`src/rtl/seg_xlate_pkg.sv`:
```
package seg_xlate_pkg;
  localparam int SEG_COUNT = 4;

  typedef enum logic [1:0] {
    SEG_CODE  = 2'd0,
    SEG_DATA  = 2'd1,
    SEG_STACK = 2'd2,
    SEG_EXTRA = 2'd3
  } seg_id_e;

  typedef enum logic [2:0] {
    SRC_IP   = 3'd0,
    SRC_SP   = 3'd1,
    SRC_BP   = 3'd2,
    SRC_BX   = 3'd3,
    SRC_SI   = 3'd4,
    SRC_DI   = 3'd5,
    SRC_RSV6 = 3'd6,
    SRC_RSV7 = 3'd7
  } off_src_e;
endpackage

```
`src/rtl/seg_regfile.sv`:
```
module seg_regfile #(
  parameter int SEG_W = 16,
  parameter int NUM   = 4,
  localparam int SEL_W = $clog2(NUM)
) (
  input  logic                      clk,
  input  logic                      rst,
  input  logic                      wr_en,
  input  logic [SEL_W-1:0]          wr_sel,
  input  logic [SEG_W-1:0]          wr_data,
  output logic [NUM-1:0][SEG_W-1:0] rd_all
);
  // One register per segment; the read happens before the edge, so a
  // same-cycle request sees the old contents.
  for (genvar g = 0; g < NUM; g++) begin : g_seg
    logic [SEG_W-1:0] val_q;
    always_ff @(posedge clk) begin
      if (rst) begin
        val_q <= '0;
      end else if (wr_en && (wr_sel == SEL_W'(g))) begin
        val_q <= wr_data;
      end
    end
    assign rd_all[g] = val_q;
  end
endmodule

```
`src/rtl/seg_pick.sv`:
```
module seg_pick
  import seg_xlate_pkg::*;
(
  input  logic [2:0] src,
  input  logic       ovr_en,
  input  logic [1:0] ovr_sel,
  output logic [1:0] sel
);
  off_src_e src_e;
  seg_id_e  dflt;

  assign src_e = off_src_e'(src);

  always_comb begin
    unique case (src_e)
      SRC_IP:         dflt = SEG_CODE;
      SRC_SP, SRC_BP: dflt = SEG_STACK;
      default:        dflt = SEG_DATA;
    endcase
  end

  // Fetches are pinned to the code segment; everything else may be overridden.
  always_comb begin
    if (src_e == SRC_IP) begin
      sel = SEG_CODE;
    end else if (ovr_en) begin
      sel = ovr_sel;
    end else begin
      sel = dflt;
    end
  end
endmodule

```
`src/rtl/seg_shift_add.sv`:
```
module seg_shift_add #(
  parameter int SEG_W  = 16,
  parameter int OFF_W  = 16,
  parameter int SHIFT  = 4,
  localparam int ADDR_W = SEG_W + SHIFT
) (
  input  logic [SEG_W-1:0]  seg,
  input  logic [OFF_W-1:0]  off,
  output logic [ADDR_W-1:0] addr
);
  logic [ADDR_W-1:0] base;
  logic [ADDR_W-1:0] off_ext;

  assign base    = {seg, {SHIFT{1'b0}}};
  assign off_ext = {{(ADDR_W-OFF_W){1'b0}}, off};
  // Result width equals ADDR_W: the carry out of the top bit is dropped.
  assign addr    = base + off_ext;
endmodule

```
`src/rtl/seg_xlate.sv`:
```
module seg_xlate #(
  parameter int SEG_W = 16,
  parameter int OFF_W = 16,
  parameter int SHIFT = 4,
  localparam int ADDR_W = SEG_W + SHIFT,
  localparam int NSEG   = seg_xlate_pkg::SEG_COUNT,
  localparam int SEL_W  = $clog2(NSEG)
) (
  input  logic              clk,
  input  logic              rst,
  input  logic              wr_en,
  input  logic [SEL_W-1:0]  wr_sel,
  input  logic [SEG_W-1:0]  wr_data,
  input  logic              req_valid,
  input  logic [OFF_W-1:0]  req_offset,
  input  logic [2:0]        req_src,
  input  logic              ovr_en,
  input  logic [SEL_W-1:0]  ovr_sel,
  output logic              out_valid,
  output logic [ADDR_W-1:0] out_addr
);
  logic [NSEG-1:0][SEG_W-1:0] segs;
  logic [1:0]                 pick;
  logic [SEG_W-1:0]           seg_val;
  logic [ADDR_W-1:0]          sum;

  seg_regfile #(.SEG_W(SEG_W), .NUM(NSEG)) u_regs (
    .clk     (clk),
    .rst     (rst),
    .wr_en   (wr_en),
    .wr_sel  (wr_sel),
    .wr_data (wr_data),
    .rd_all  (segs)
  );

  seg_pick u_pick (
    .src     (req_src),
    .ovr_en  (ovr_en),
    .ovr_sel (ovr_sel),
    .sel     (pick)
  );

  assign seg_val = segs[pick];

  seg_shift_add #(.SEG_W(SEG_W), .OFF_W(OFF_W), .SHIFT(SHIFT)) u_add (
    .seg  (seg_val),
    .off  (req_offset),
    .addr (sum)
  );

  always_ff @(posedge clk) begin
    if (rst) begin
      out_valid <= 1'b0;
      out_addr  <= '0;
    end else begin
      out_valid <= req_valid;
      if (req_valid) begin
        out_addr <= sum;
      end
    end
  end
endmodule

```
`config.mk`:
```
export PLATFORM = sky130hd
export DESIGN_NAME = seg_xlate
export DESIGN_NICKNAME = d
export VERILOG_FILES = /design/src/rtl/seg_xlate_pkg.sv /design/src/rtl/seg_regfile.sv /design/src/rtl/seg_pick.sv /design/src/rtl/seg_shift_add.sv /design/src/rtl/seg_xlate.sv
export SDC_FILE = /design/constraint.sdc
export NUM_CORES = 1
export LEC_CHECK = 0
export CAP_MARGIN = 20
export CORE_MARGIN = 2
export CORE_UTILIZATION = 49
export CTS_CLUSTER_DIAMETER = 80
export DETAILED_ROUTE_END_ITERATION = 8
export PLACE_DENSITY_LB_ADDON = 0.15
export SYNTH_ARGS = -nofsm -noshare
export SYNTH_HDL_FRONTEND = slang
export SYNTH_SLANG_ARGS = --single-unit
```
`constraint.sdc`:
```
create_clock -name clk -period 3.6 [get_ports clk]
set_input_delay 0.9 -clock clk [delete_from_list [all_inputs] [get_ports clk]]
set_output_delay 0.9 -clock clk [all_outputs]
set_load 0.05 [all_outputs]
```
==> results.md <==
* Syn Inst Count at ~530
* Clock Sinks at 85
* Top Ports at 65
* Crit path launch: req_src[1]
* Clk pin slew, worst setup/hold paths at around 0.090 ns
* Total core area at approximately 8200 sq um
* Worst-Margin Slew at approximately 0.77 ns
* Area of the multi-input gates at approximately 2700 sq um
* Remaining global-route overflow at 0
* Reg-to-reg endpoint: out_addr[19]
* Max_cap viols at 0
* FMAX at around 260 MHz
* Sequential area share after synthesis at 0.409
* Dominant cell type by area after synthesis: dfxtp_1
* Total Routing Usage GR at 0.251
* Mapped Nets at approximately 600
* Synth top area share at 0.409
* EDFF count, synth at 0
* Area grow syn2layout at 47.2%
* Total power at 2.56 mW
* Startpoint types: primary input
* First-pass iteration count of the detailed router at 5
* Final period util at 1.08
* IO Port Bufs at 64
* # rows at 33
* Filler cell count at about 530
* Wire per inst at approximately 19 um
* Crit Path Class: in -> reg
* R2R Setup Slk at 0.82 ns
* Placed Instance Area at ~5300 sq um
* Synth unique cells at 50
* Total Nets Final at roughly 710
* Total CTS buffers at 9
* DR vias/cell at ~5.8
* Worst-Skew Late Latency at ~0.36 ns
* Critical path capture point type: register
* Pre-CTS setup slack at -0.658 ns
* Die area at just over 9000 sq um
* VDD IR max at around 0.25 mV
* P_leak at 2.34 nW
* Final HPWL DP at ~7600 um
* Outcome: complete, but fails checks
* # diodes at 0
* Largest cells by area after synthesis: dfxtp_1, nand2_1, a21oi_1
* Hold WS at approximately 0.46 ns
* Initial antenna violation count at 0
* Setup slack after layout at -0.283 ns
* Final Max Tran Viols at 0
* Failing checks: negative setup slack
* Synth Cell Area at about 4200 sq um
* Min cycle time layout at roughly 3.9 ns
* Setup crit end: out_addr[19]
* Share of layout cells above drive strength 1 at 0.252
* Final setup violation count at 5
* PD cells at around 420 nW/um^2
* Worst Path Required at approximately 3.8 ns
* Sequential Area at ~1700 sq um
* Crit-path max FO at 7
* RSZ-0062 raised after global routing: true
* First-pass GRT wire length at between 15000 and 20000 um
* Largest net degree at the start of global routing at 31
* Drt drc at 0
* DR vias at approximately 4400
* Primary FF master, synth: dfxtp_1
* Die span in y at approximately 96 um
* Finished Cell Area at slightly above 6000 sq um
* CTS tree: done
* Root Buffer Master: clkbuf_8
* Yosys reg bits at 85
* H-tree levels at 3
* Yosys synthesis warning count at 0
* Setup TNS at -0.702 ns
* Max_slew headroom at 0.484
* Async SR Flop Fraction at 0
* Drt initial violations at around 320
* Routed wire length at around 14000 um
* Hold/Removal Path Class: reg -> reg
* Antenna-violating nets left at 0
* Arrival time worst endpoint at 4.11 ns
* Maximum buffer depth of the clock tree at 2
* Syn_area_per_cell at just under 8 sq um
* Initial core utilization at 0.507
* DIE WIDTH at 96.2 um
* Number of cells on the worst reg-to-reg path at 12
* Count of final hold-check violations at 0
* Skew final at ~0.0085 ns
* Worst r2r src: u_regs.g_seg[3].val_q[3]
* Vias in the first global route at roughly 3800
* Gp weighted congestion at between 0.9 and 1
[per-layer routing]
layer | routed length (um) | part of all wire | global-route usage | vias up
li1 | - | - | - | 2056
met1 | 5490 | 0.39 | 0.308 | 2077
met2 | 7000 | 0.50 | 0.442 | 187
met5 | 0 | 0 | 0 | -
met4 | 613 | 0.044 | 0.104 | 0
met3 | 966 | 0.069 | 0.0337 | 55
[state kept, by name, summed over array words and instances (netlist names)]
name and flops:
out_valid 1, u_regs.g_seg.val_q 64, out_addr 20
[Yosys cell counts (6+ instances only)]
master,count
clkbuf_1,27
and2_1,10
xnor2_1,7
a211oi_1,17
nand2_1,163
inv_1,7
ha_1,13
mux2i_1,15
a31oi_1,13
nor2_1,19
dfxtp_1,85
o21ai_0,6
a21oi_1,78
[cell type report]
| cell class | count | share of cell area |
|---|---|---|
| clock buffers | 14 | 0.0282 |
| clock inverters | 2 | 0.00633 |
| inverters | 7 | 0.00429 |
| multi-input cells | 402 | 0.434 |
| flip-flops and latches | 85 | 0.278 |
| well taps | 105 | 0.0214 |
| repair buffers | 145 | 0.228 |
[worst min-delay path by stage]
| stage | start | endpoint | depth (start not counted) |
|---|---|---|---|
| 3_5_place_dp | u_regs.g_seg[3].val_q[6] | u_regs.g_seg[3].val_q[6] | 2 |
| 6_report | u_regs.g_seg[3].val_q[1] | u_regs.g_seg[3].val_q[1] | 2 |
| 5_1_grt | u_regs.g_seg[1].val_q[7] | u_regs.g_seg[1].val_q[7] | 2 |
| 3_3_place_gp | u_regs.g_seg[3].val_q[5] | u_regs.g_seg[3].val_q[5] | 2 |
| 2_1_floorplan | u_regs.g_seg[3].val_q[10] | u_regs.g_seg[3].val_q[10] | 2 |
| 4_1_cts | u_regs.g_seg[3].val_q[6] | u_regs.g_seg[3].val_q[6] | 2 |
[placed cells by master, fill, tap and decap left out, drive strengths merged, types with 4 or more instances in the layout]
master         instances
nand2                163
dfxtp                 85
buf                   82
a21oi                 78
clkdlybuf4s50         57
nor2                  19
mux2i                 19
clkbuf                18
a211oi                17
and2                  14
a31oi                 13
ha                    13
inv                    8
xnor2                  7
o21ai                  7
a2111oi                5
a211o                  4
nor3                   4
[kinds of logic after synthesis]
logic type,Yosys count,synth area share
xor+xnor,8,0.0168
compound gates,140,0.212
fa+ha+maj,15,0.0466
mux,19,0.0556
buf+inv,39,0.0373
simple gates,220,0.223
flops,85,0.409
[metrics by stage]
stage | cells | utilization
3_5_place_dp | 715 | 0.641
2_1_floorplan | 526 | -
6_report | 760 | 0.746
4_1_cts | 736 | 0.678
5_1_grt | 760 | 0.746
3_3_place_gp | 715 | 0.641
[power by group]
group	internal (mW)	switching [mW]
Sequential	0.987	0.0267
Clock	0.381	0.343
Combinational	0.385	0.435
[critical path, stage by stage]
cell and delay (ns):
buf_6 0.10, buf_4 0.13, a21o_1 0.18, a211o_1 0.30, buf_12 0.16, buf_6 0.14
buf_4 0.15, a31oi_2 0.21, ha_2 0.27, buf_4 0.14, a21oi_1 0.12, o21a_1 0.22
and2_4 0.18, o41ai_4 0.39, buf_4 0.20, and4_4 0.25, a2111oi_4 0.07
[repair_timing]
action	CTS	global route
setup buffers	4	21
pin swaps	3	41
gates resized for setup	15	75
endpoints found under the setup margin	8	11
hold buffers	0	0
gates cloned	1	3
Note: power is estimated with default switching activity, not from simulation.
